[src/rtl/i2c_wr_pkg.sv]
package i2c_wr_pkg;
   typedef enum logic [2:0] {
      ST_IDLE,
      ST_CTRL,
      ST_AHI,
      ST_ALO,
      ST_DATA
   } wr_state_t;

   localparam int unsigned BYTE_W = 8;
endpackage

[src/rtl/i2c_wr_sync.sv]
module i2c_wr_sync #(
   parameter int unsigned STAGES    = 2,
   parameter logic        RESET_VAL = 1'b1
) (
   input  logic clk,
   input  logic rst_n,
   input  logic d_i,
   output logic q_o
);
   logic [STAGES-1:0] chain_q;

   generate
      for (genvar s = 0; s < STAGES; s++) begin : g_stage
         always_ff @(posedge clk or negedge rst_n) begin
            if (!rst_n) chain_q[s] <= RESET_VAL;
            else if (s == 0) chain_q[s] <= d_i;
            else chain_q[s] <= chain_q[(s == 0) ? 0 : s-1];
         end
      end
   endgenerate

   assign q_o = chain_q[STAGES-1];
endmodule

[src/rtl/i2c_wr_events.sv]
module i2c_wr_events (
   input  logic clk,
   input  logic rst_n,
   input  logic scl_s,
   input  logic sda_s,
   output logic start_p,
   output logic stop_p,
   output logic scl_rise,
   output logic scl_fall
);
   logic scl_d, sda_d;

   always_ff @(posedge clk or negedge rst_n) begin
      if (!rst_n) begin
         scl_d <= 1'b1;
         sda_d <= 1'b1;
      end else begin
         scl_d <= scl_s;
         sda_d <= sda_s;
      end
   end

   assign start_p  = scl_s & scl_d & sda_d & ~sda_s;
   assign stop_p   = scl_s & scl_d & ~sda_d & sda_s;
   assign scl_rise = scl_s & ~scl_d;
   assign scl_fall = ~scl_s & scl_d;
endmodule

[src/rtl/i2c_wr_ctrl.sv]
module i2c_wr_ctrl
   import i2c_wr_pkg::*;
#(
   parameter int unsigned ADDR_W   = 15,
   parameter logic [3:0]  DEV_CODE = 4'b1010
) (
   input  logic              clk,
   input  logic              rst_n,
   input  logic              start_p,
   input  logic              stop_p,
   input  logic              scl_rise,
   input  logic              scl_fall,
   input  logic              sda_s,
   input  logic [2:0]        strap_i,
   input  logic              busy_i,
   input  logic              wp_i,
   output logic              sda_oe_o,
   output logic [ADDR_W-1:0] addr_o,
   output logic              addr_load_o,
   output logic [BYTE_W-1:0] data_o,
   output logic              data_valid_o,
   output logic              stop_o,
   output logic              stop_wp_o
);
   localparam int unsigned HI_W = ADDR_W - BYTE_W;

   wr_state_t         state_q, next_st;
   logic [3:0]        bitcnt_q;
   logic              in_ack_q, acked_q, got_data_q, accept;
   logic [BYTE_W-1:0] shreg_q;
   logic [HI_W-1:0]   hi_q;

   always_comb begin
      accept  = 1'b0;
      next_st = ST_IDLE;
      case (state_q)
         ST_CTRL: begin
            accept  = (shreg_q[7:4] == DEV_CODE) && (shreg_q[3:1] == strap_i)
                      && !shreg_q[0] && !busy_i;
            next_st = ST_AHI;
         end
         ST_AHI:  begin accept = 1'b1; next_st = ST_ALO;  end
         ST_ALO:  begin accept = 1'b1; next_st = ST_DATA; end
         ST_DATA: begin accept = 1'b1; next_st = ST_DATA; end
         default: begin accept = 1'b0; next_st = ST_IDLE; end
      endcase
   end

   always_ff @(posedge clk or negedge rst_n) begin
      if (!rst_n) begin
         state_q      <= ST_IDLE;
         bitcnt_q     <= '0;
         in_ack_q     <= 1'b0;
         acked_q      <= 1'b0;
         got_data_q   <= 1'b0;
         shreg_q      <= '0;
         hi_q         <= '0;
         sda_oe_o     <= 1'b0;
         addr_o       <= '0;
         addr_load_o  <= 1'b0;
         data_o       <= '0;
         data_valid_o <= 1'b0;
         stop_o       <= 1'b0;
         stop_wp_o    <= 1'b0;
      end else begin
         addr_load_o  <= 1'b0;
         data_valid_o <= 1'b0;
         stop_o       <= 1'b0;
         if (start_p) begin
            state_q    <= ST_CTRL;
            bitcnt_q   <= '0;
            in_ack_q   <= 1'b0;
            got_data_q <= 1'b0;
            sda_oe_o   <= 1'b0;
         end else if (stop_p) begin
            if (state_q == ST_DATA && got_data_q) begin
               stop_o    <= 1'b1;
               stop_wp_o <= wp_i;
            end
            state_q  <= ST_IDLE;
            bitcnt_q <= '0;
            in_ack_q <= 1'b0;
            sda_oe_o <= 1'b0;
         end else if (state_q != ST_IDLE) begin
            if (scl_rise && !in_ack_q && bitcnt_q < 4'd8) begin
               shreg_q  <= {shreg_q[BYTE_W-2:0], sda_s};
               bitcnt_q <= bitcnt_q + 4'd1;
            end else if (scl_fall && !in_ack_q && bitcnt_q == 4'd8) begin
               in_ack_q <= 1'b1;
               acked_q  <= accept;
               sda_oe_o <= accept;
               if (accept) begin
                  case (state_q)
                     ST_AHI: hi_q <= shreg_q[HI_W-1:0];
                     ST_ALO: begin
                        addr_o      <= {hi_q, shreg_q};
                        addr_load_o <= 1'b1;
                     end
                     ST_DATA: begin
                        data_o       <= shreg_q;
                        data_valid_o <= 1'b1;
                        got_data_q   <= 1'b1;
                     end
                     default: ;
                  endcase
               end
            end else if (scl_fall && in_ack_q) begin
               in_ack_q <= 1'b0;
               sda_oe_o <= 1'b0;
               bitcnt_q <= '0;
               state_q  <= acked_q ? next_st : ST_IDLE;
            end
         end
      end
   end
endmodule

[src/rtl/i2c_eeprom_wr_rx.sv]
module i2c_eeprom_wr_rx #(
   parameter int unsigned ADDR_W      = 15,
   parameter int unsigned SYNC_STAGES = 2,
   parameter logic [3:0]  DEV_CODE    = 4'b1010
) (
   input  logic              clk,
   input  logic              rst_n,
   input  logic              scl_i,
   input  logic              sda_i,
   output logic              sda_oe_o,
   input  logic [2:0]        strap_i,
   input  logic              busy_i,
   input  logic              wp_i,
   output logic [ADDR_W-1:0] addr_o,
   output logic              addr_load_o,
   output logic [7:0]        data_o,
   output logic              data_valid_o,
   output logic              stop_o,
   output logic              stop_wp_o
);
   generate
      if (ADDR_W < 9 || ADDR_W > 16) begin : g_bad_addr
         $error("ADDR_W must lie in 9..16");
      end
      if (SYNC_STAGES < 2) begin : g_bad_sync
         $error("SYNC_STAGES must be at least 2");
      end
   endgenerate

   logic scl_s, sda_s, start_p, stop_p, scl_rise, scl_fall;

   i2c_wr_sync #(.STAGES(SYNC_STAGES), .RESET_VAL(1'b1)) u_sync_scl (
      .clk(clk), .rst_n(rst_n), .d_i(scl_i), .q_o(scl_s));
   i2c_wr_sync #(.STAGES(SYNC_STAGES), .RESET_VAL(1'b1)) u_sync_sda (
      .clk(clk), .rst_n(rst_n), .d_i(sda_i), .q_o(sda_s));

   i2c_wr_events u_events (
      .clk(clk), .rst_n(rst_n), .scl_s(scl_s), .sda_s(sda_s),
      .start_p(start_p), .stop_p(stop_p), .scl_rise(scl_rise), .scl_fall(scl_fall));

   i2c_wr_ctrl #(.ADDR_W(ADDR_W), .DEV_CODE(DEV_CODE)) u_ctrl (
      .clk(clk), .rst_n(rst_n),
      .start_p(start_p), .stop_p(stop_p), .scl_rise(scl_rise), .scl_fall(scl_fall),
      .sda_s(sda_s), .strap_i(strap_i), .busy_i(busy_i), .wp_i(wp_i),
      .sda_oe_o(sda_oe_o), .addr_o(addr_o), .addr_load_o(addr_load_o),
      .data_o(data_o), .data_valid_o(data_valid_o),
      .stop_o(stop_o), .stop_wp_o(stop_wp_o));
endmodule

[config.mk]
export PLATFORM = sky130hd
export DESIGN_NAME = i2c_eeprom_wr_rx
export DESIGN_NICKNAME = d
export VERILOG_FILES = /design/src/rtl/i2c_wr_pkg.sv /design/src/rtl/i2c_wr_sync.sv /design/src/rtl/i2c_wr_events.sv /design/src/rtl/i2c_wr_ctrl.sv /design/src/rtl/i2c_eeprom_wr_rx.sv
export SDC_FILE = /design/constraint.sdc
export NUM_CORES = 1
export LEC_CHECK = 0
export BUFFER_PORTS_ARGS = -buffer_cell sky130_fd_sc_hd__buf_2
export CAP_MARGIN = 30
export CORE_MARGIN = 4
export CORE_UTILIZATION = 30
export CTS_CLUSTER_SIZE = 28
export DETAILED_ROUTE_END_ITERATION = 6
export PLACE_DENSITY = 0.56
export SYNTH_ARGS = -nofsm -noshare
export SYNTH_HDL_FRONTEND = slang
export SYNTH_SLANG_ARGS = --single-unit
export TNS_END_PERCENT = 100
[constraint.sdc]
create_clock -name clk -period 2.45 [get_ports clk]
set_clock_uncertainty 0.1 [all_clocks]
set_input_delay 0.6125 -clock clk [delete_from_list [all_inputs] [get_ports clk]]
set_output_delay 0.6125 -clock clk [all_outputs]
set_load 0.01 [all_outputs]
======== Yosys cells after proc, flatten, opt, wreduce, memory -nomap -nowiden ========
Index checks and enable logic that the tools add are counted.
operators by class
  add/sub/neg operators ................... 1
  order comparisons ....................... 1
  equal/unequal tests ..................... 12
  mux-type cells .......................... 50
  bitwise operators ....................... 14
  reduce and logical (&&, ||, !) cells .... 33
operators with widths
  cell                   count
  $mux W1                35
  $mux W4                6
  $mux W3                7
  $reduce_and A7 Y1      3
  $logic_and A1 B1 Y1    9
  $pmux W3 S3            1
  $reduce_and A3 Y1      3
  $reduce_bool A3 Y1     3
  $eq A4 B4 Y1 const B   2
  $reduce_and A4 Y1      2
  $reduce_bool A2 Y1     4
  $reduce_bool A4 Y1     2
  $and A1 B1 Y1          7
  $not A1 Y1             7
  $eq A3 B2 Y1 const B   2
  $ne A3 B3 Y1 const B   2
  $reduce_and A6 Y1      1
  $reduce_and A5 Y1      1
  $add A4 B1 Y4 const B  1
  $lt A4 B4 Y1 const B   1
  $ne A2 B2 Y1 const B   2
  $ne A4 B3 Y1 const B   1
  $eq A3 B1 Y1 const B   1
  $eq A3 B3 Y1           1
  5 further kinds        7
word-level totals
  flip-flop bits (word level) ............. 59
  output and inout bits ................... 28

======== Depth between registers and ports, before layout ========
Gate-level depths: netlist of the first run.
  word-level depth ........................ 11
  depth in mapped cells ................... 7
  mapped depth without buffers ............ 6

======== Hierarchy ========
Synthesis of the first run repeated with hierarchy kept, for this count alone.
unflattened totals
  cell total of the unflattened synthesis .. 181
  area total of the unflattened synthesis .. 2,507.4 um^2
modules (own cells, without submodules)
  module         instances  cells each  area each (um^2)  sequential area each (um^2)
  i2c_wr_ctrl    1          171         2,314.7           1,326.3
  i2c_wr_sync    2          2           52.6              52.6
  i2c_wr_events  1          6           87.6              52.6

======== Least setup slack after synthesis of the first run ========
No wires, ideal clock.
  path kind ............................... register to register
  start point ............................. reg u_ctrl.bitcnt_q[0]
  end point ............................... reg u_ctrl.addr_o[10]
  setup time .............................. 0.127 ns
  arrival time ............................ 1.500 ns
  required time ........................... 2.223 ns
  slack ................................... 0.722 ns
  stages on the path, launching flop included .. 8
  path buffers ............................ 1
  period minus slack after synthesis ...... 1.728 ns
  cell sequence ........................... dfrtp_1 inv_1 ha_1 nand4b_2 nor3_4 nand2_2 buf_6 mux2_1
on the way
  word-level cells in the longest chain between the ends .. 4
ends and longest elaborated chain
  element                               line               RTL
  from (decl)                           i2c_wr_ctrl.sv:28  logic [3:0] bitcnt_q;
  from (signal assigned)                i2c_wr_ctrl.sv:87  bitcnt_q <= bitcnt_q + 4'd1;
  $lt A4 B4 Y1                          i2c_wr_ctrl.sv:85  if (scl_rise && !in_ack_q && bitcnt_q < 4'd8) begin
  $logic_and A1 B1 Y1                   i2c_wr_ctrl.sv:85
  $not A1 Y1 (no source line)           n/a
  $reduce_and A7 Y1 (no source line) *  n/a
  to (signal assigned)                  i2c_wr_ctrl.sv:96  addr_o <= {hi_q, shreg_q};
  to (decl)                             i2c_wr_ctrl.sv:18  output logic [ADDR_W-1:0] addr_o,
Every way passes the cells marked *; elsewhere a longest branch is shown, timed or not.
A chain may end at the register's enable or synchronous reset.

======== Final worst setup path of the first run ========
  start point ............................. reg u_ctrl.bitcnt_q[0]
  end point ............................... reg u_ctrl.addr_o[7]
The elaborated chain is that of the path after synthesis.

==> reports/results.tsv, run 1 <==
metric	value	unit
num_vias	1521	
fin_total_pwr	2.030	mW
synth_compound_area_share	5.228	%
cts.sinks	59	
cpPeakStageDelay	410	ps
switchingPower	0.4766	mW
grt_pass1_vias	1529	
crit_start	u_ctrl.bitcnt_q[0]$_DFFE_PN0P_	
p_int	1.554	mW
clockBufferDepth	2	
synth-xor-area-share	1.435	%
timing.final.crit_share	78.92	%
final_util	37.77	%
max_freq	517.2	MHz
hpwl	3121	µm
vdd_ir_drop_max	0.0003336	V
status	finished clean	
final-instance-count-excl-fill	326	
ant_nets	0	
antenna_found_initial	0	
tritoncts	done	
synth_top_area_share	54.33	%
drive_gt1_share	42.86	%
rsz0062_at_grt	no	
seq_area	0.001484	mm²
core-area	0.007807	mm²
synthSimpleGateAreaFrac	11.07	%
tightestPinTransition	571.4	ps
r2r-start	u_ctrl.bitcnt_q[0]$_DFFE_PN0P_	
fillers	764	
synthFlopType	dfrtp_1	
syn_area	0.002441	mm²
cts.clk_slew.worst_paths	70	ps
cp_max_fo	16	
leakage	1.545	nW
critPathTopFamily	simple AND/OR/NAND/NOR gates	
final-hold-violation-count	0	
avgSynthCellArea	13.95	µm²
synthMuxAreaShare	18.45	%
end_kind	flip-flop	
drt_iter0_drc	50	
drc	0	
cts_buffers	9	
cp.depth	6	
pwr-share-seq	52.0	%
synth_edf_count	0	
path_class	reg -> reg	
start_util	31.27	%
ys_top_cells_by_area	dfrtp_1, mux2_2, dfstp_2	
clockPowerShare	43.1	%
cts_resized	0	
synthArstFlopShare	100.0	%
htree_levels	3	
crit_buf_inv	1	
dieHeight	98.21	µm
cts_setup_buffers	0	
grt_max_degree	60	
drv_slew	0	
final-setup-viol-count	0	
synth_largest_area_cell	dfrtp_1	
cap_violations	0	
critPathRequiredTime	2560	ps
reg2regPathDepth	6	
yosys.area_share.adder	1.025	%
place.gp.congestion	0.8342	
nets	230	
diodes	0	
ys_ff_latch	59	
powerDensity	688.4	mW/mm²
worstSetupStartpointType	flip-flop	
syn_inst	175	
maxSlewHeadroom	61.56	%
worstPathArrival	2040	ps
grt_pass1_wl	7631	µm
min_path_type	in -> async	
holdWs	178.5	ps
synth_fp_nets	186	
path_cells	inv_1 -> ha_1 -> nand4b_2 -> nor3_4 -> nand2_2 -> mux2_1	
postCtsHoldBufs	0	
drt-pass1-iter-count	4	
drt-total-wl	4609	µm
synth_top_family_by_area	multiplexers	
synth_commonest_cells	dfrtp_1, mux2_2, mux2_1	
period_needed	1934	ps
die_w	98.21	µm
root_buffer	clkbuf_8	
port_buffers	36	
avgViaCountPerCell	4.666	
yosysSeqAreaShare	60.79	%
ys_warn_count	0	
cpMaxStageDelayCell	dfrtp_1	
track_usage	10.12	%
clock_latency	330	ps
post-place-cells	310	
die_area	0.009644	mm²
p_comb_share	4.9	%
grt-ovfl-total	0	
synth_cell_types	38	
fin_tns_setup	0	ps
rows	32	
swShare	23.48	%
multiInputGateArea	908.4	µm²
wl_per_cell	14.14	µm
io-pin-count	37	
synth.most_common_cell	dfrtp_1	
area_growth	20.81	%
-- worst register-to-register path, delay by kind of cell, from the launching register on --
| kind | cells | cell delay (ps) |
|---|---|---|
| flops | 1 | 410 |
| buf+inv | 1 | 70 |
| simple gates | 3 | 660 |
| mux | 1 | 420 |
| fa+ha+maj | 1 | 160 |
-- state kept, by name, indices dropped and copies added (netlist names) --
| name | flops |
|---|---|
| u_sync_scl.chain_q | 1 |
| u_ctrl.hi_q | 7 |
| u_ctrl.data_valid_o | 1 |
| u_ctrl.got_data_q | 1 |
| u_ctrl.stop_wp_o | 1 |
| u_sync_scl.q_o | 1 |
| u_events.scl_d | 1 |
| u_events.sda_d | 1 |
| u_ctrl.acked_q | 1 |
| u_ctrl.shreg_q | 8 |
| u_sync_sda.q_o | 1 |
| u_ctrl.bitcnt_q | 4 |
| u_ctrl.sda_oe_o | 1 |
| u_ctrl.stop_o | 1 |
| u_ctrl.in_ack_q | 1 |
| u_ctrl.addr_o | 15 |
| u_ctrl.addr_load_o | 1 |
| u_ctrl.state_q | 3 |
| u_sync_sda.chain_q | 1 |
| u_ctrl.data_o | 8 |
-- power groups by stage --
stage	Sequential (mW)	Combinational, mW	Clock [mW]
2_1_floorplan	1.05	0.0642	0
3_3_place_gp	1.08	0.101	0
3_5_place_dp	1.08	0.102	0
4_1_cts	1.06	0.103	0.910
5_1_grt	1.06	0.114	0.959
6_report	1.05	0.100	0.875
-- path summary, 6_finish.rpt --
check	end	slack, ps
worst max-delay path	u_ctrl.addr_o[7]$_DFFE_PN0P_	520
worst min-delay path	u_ctrl.addr_load_o$_DFF_PN0_	180
worst max register to register	u_ctrl.addr_o[7]$_DFFE_PN0P_	520
worst min register to register	u_sync_sda.q_o$_DFF_PN1_	260
max in group asynchronous	u_sync_scl.q_o$_DFF_PN1_	1770
min in group clk	u_sync_sda.q_o$_DFF_PN1_	260
-- cells in the final DEF (no fill, tap or decap), types with 3 or more instances in the layout --
cell type / synthesis / routed
nor3_1: 4 / 4
dfrtp_1: 53 / 53
nor2_1: 3 / 3
buf_2: 0 / 36
nand2_1: 8 / 8
clkbuf_8: 0 / 10
mux2_1: 9 / 9
a21oi_1: 4 / 4
o21ai_0: 5 / 5
a22oi_1: 3 / 3
inv_1: 7 / 7
dfstp_2: 6 / 6
mux2_2: 31 / 31
xor2_1: 4 / 4
-- routing by layer --
metal	up-vias	track usage [%]	wire (µm)
met3	8	4.857	302
met1	761	12.56	2085
met2	41	15.18	2169
met5	-	0	0
met4	0	4.097	52
li1	711	-	-
-- logic make-up (layout without fill, tap and decap cells) --
| group | count (synthesis) | after routing |
|---|---|---|
| mux | 40 | 40 |
| buf+inv | 11 | 60 |
| compound gates | 20 | 20 |
| fa+ha+maj | 2 | 2 |
| flops | 59 | 59 |
| xor+xnor | 4 | 4 |
| simple gates | 39 | 39 |
-- per-stage QoR --
| step | setup WS, ps | area, µm² |
|---|---|---|
| after floorplan | 722.3 | 2441 |
| after global placement | 578.0 | 2746 |
| after CTS | 492.1 | 2949 |
| after detailed placement | 521.2 | 2746 |
| after global routing | 383.9 | 2949 |
| final | 516.5 | 2949 |
-- layout make-up --
class	instances	area share [%]
clock inverters	6	2.206
repair buffers	37	6.788
well taps	102	4.328
multi-input cells	105	30.80
inverters	7	0.8910
clock buffers	10	4.667
flip-flops and latches	59	50.32
Power figures use the tool's default switching activity.
==> run 2: changes to the inputs <==
Settings changed: PLACE_DENSITY 0.56 to 0.58.
Clock period 2.45 ns to 1.68 ns, I/O delays scaled along.
==> run 2 against run 1 <==
- the run now ends with setup timing left
- flip-flop and latch count is the same
- non-clock buffer count grew 30
- cell area grew 13%
- sequential power grew 44%
- routed wire length grew 17%
- worst setup slack lost 640 ps
- maximum frequency grew 7.2%
- clock power grew 63%
- largest power group unchanged
==> reports/results.tsv, run 2 (same netlist as run 1, synthesis figures left out) <==
metric	value	unit
status	complete, but fails checks	
failed_checks	setup timing	
rsz0062_at_grt	yes	
dpl_worst_slack	-81.45	ps
cpMaxStageDelayCell	dfrtp_1	
pwr-share-seq	47.3	%
drt-total-wl	5379	µm
grt-ovfl-total	0	
drc	0	
largestRegisters	u_ctrl.addr_o (15), u_ctrl.data_o (8), u_ctrl.shreg_q (8)	
final-hold-violation-count	0	
io-pin-count	37	
worstSetupStartpointType	flip-flop	
cts.sinks	59	
core-area	0.007807	mm²
track_usage	11.43	%
cap_violations	0	
largest_register_ff_count	15	
wl_met2	2522	µm
end_kind	flip-flop	
rows	32	
clockBufferDepth	2	
p_comb_share	8.1	%
tritoncts	done	
met1_length	2514	µm
final_area	0.003341	mm²
antenna_found_initial	0	
num_vias	1681	
final-setup-viol-count	30	
cpPeakStageDelay	380	ps
port_buffers	36	
switchingPower	0.7613	mW
path_cells	inv_1 -> ha_2 -> nand4b_4 -> nor3_4 -> nand2_2 -> clkbuf_16 -> mux2_4	
worstPathArrival	1930	ps
mostFrequentLayoutCells	dfrtp_1, buf_2, mux2_2	
avgViaCountPerCell	4.709	
place.gp.congestion	0.7500	
regMostFlops	u_ctrl.addr_o	
htree_levels	3	
fillers	735	
critPathRequiredTime	1810	ps
p_int	2.439	mW
clock_latency	340	ps
dieHeight	98.21	µm
swShare	23.79	%
min_path_type	in -> reg	
cts_buffers	9	
ant_nets	0	
max_freq	554.6	MHz
route.met3.wl	253	µm
routed.top_layer	met4	
maxSlewHeadroom	74.34	%
area_growth	36.85	%
grt_pass1_wl	8687	µm
powerDensity	958.1	mW/mm²
period_needed	1803	ps
timing.final.crit_share	107.3	%
cp_max_fo	8	
tightestPinTransition	379.5	ps
layout_setup_ws	-123.0	ps
path_class	reg -> reg	
die_w	98.21	µm
start_util	31.27	%
dpl_cell_area	0.002924	mm²
nets	261	
grt_pass1_vias	1729	
drt-pass1-iter-count	4	
diodes	0	
drv_slew	0	
grt_max_degree	60	
root_buffer	clkbuf_8	
leakage	1.752	nW
vdd_ir_drop_max	0.0006236	V
clockPowerShare	44.6	%
hpwl	3409	µm
die_area	0.009644	mm²
drive_gt1_share	56.08	%
final_common_cell	dfrtp_1	
drt_iter0_drc	50	
wl_per_cell	15.07	µm
cts.clk_slew.worst_paths	70	ps
==> run 2: cell type report <==
type	count	area (µm²)	area share, %
Sequential cell	59	1485	44.46
Multi-Input combinational cell	106	1018	30.49
Timing Repair Buffer	67	465.4	13.93
Clock buffer	10	127.6	3.820
Tap cell	102	127.6	3.820
Clock inverter	6	90.09	2.697
Inverter	7	26.28	0.7865
==> run 2: what timing repair did <==
action | CTS | global route
hold buffers | 1 | 0
hold endpoints to repair | 53 | 0
gates resized for setup | 12 | 15
setup endpoints to repair | 35 | 45
cloned | 0 | 2
setup buffers | 1 | 5
==> run 2: final timing paths <==
path,startpoint,to,slack (ps),cells after the start
max,u_ctrl.bitcnt_q[1]$_DFFE_PN0P_,u_ctrl.addr_o[7]$_DFFE_PN0P_,-120,7
min,scl_i,u_sync_scl.chain_q[0]$_DFF_PN1_,80,1
max reg2reg,u_ctrl.bitcnt_q[1]$_DFFE_PN0P_,u_ctrl.addr_o[7]$_DFFE_PN0P_,-120,7
min reg2reg,u_sync_sda.chain_q[0]$_DFF_PN1_,u_sync_sda.q_o$_DFF_PN1_,260,0
max in group asynchronous,rst_n,u_sync_scl.chain_q[0]$_DFF_PN1_,650,3
min in group asynchronous,rst_n,u_ctrl.addr_load_o$_DFF_PN0_,510,3
==> run 2: power by group through the flow <==
stage          clock network [mW]  registers (mW)  logic [mW]
3_5_place_dp                    0            1.54       0.232
4_1_cts                      1.46            1.51       0.244
5_1_grt                      1.53            1.52       0.289
2_1_floorplan                   0            1.54      0.0936
6_report                     1.43            1.51       0.259
3_3_place_gp                    0            1.54       0.230
==> run 2: through the flow <==
step                power, mW  util (%)  hold slack, ps  TNS, ps  cells
finish                  3.201     42.79           79.84    -2377    357
global route            3.335     42.79           66.05    -4674    357
CTS                     3.219     41.09           58.87    -1134    350
detailed placement      1.770     37.45           248.4   -932.5    332
global placement        1.768     37.45           246.5   -477.7    332
floorplan               1.632         -           24.41   -419.5    175
==> run 2: worst max-delay path, delay by kind of cell, from the launching register on <==
kind	cells	cell delay [ps]
muxes	1	290
DFF	1	380
adders and majority gates	1	180
and+or+nand+nor	3	490
buffers and inverters	2	250
==> run 2: layer usage <==
layer  up-vias  global-route usage (%)
li1        784                       -
met1       846                   14.78
met2        42                   17.02
met3         9                   4.214
met4         0                   5.357
met5         -                       0
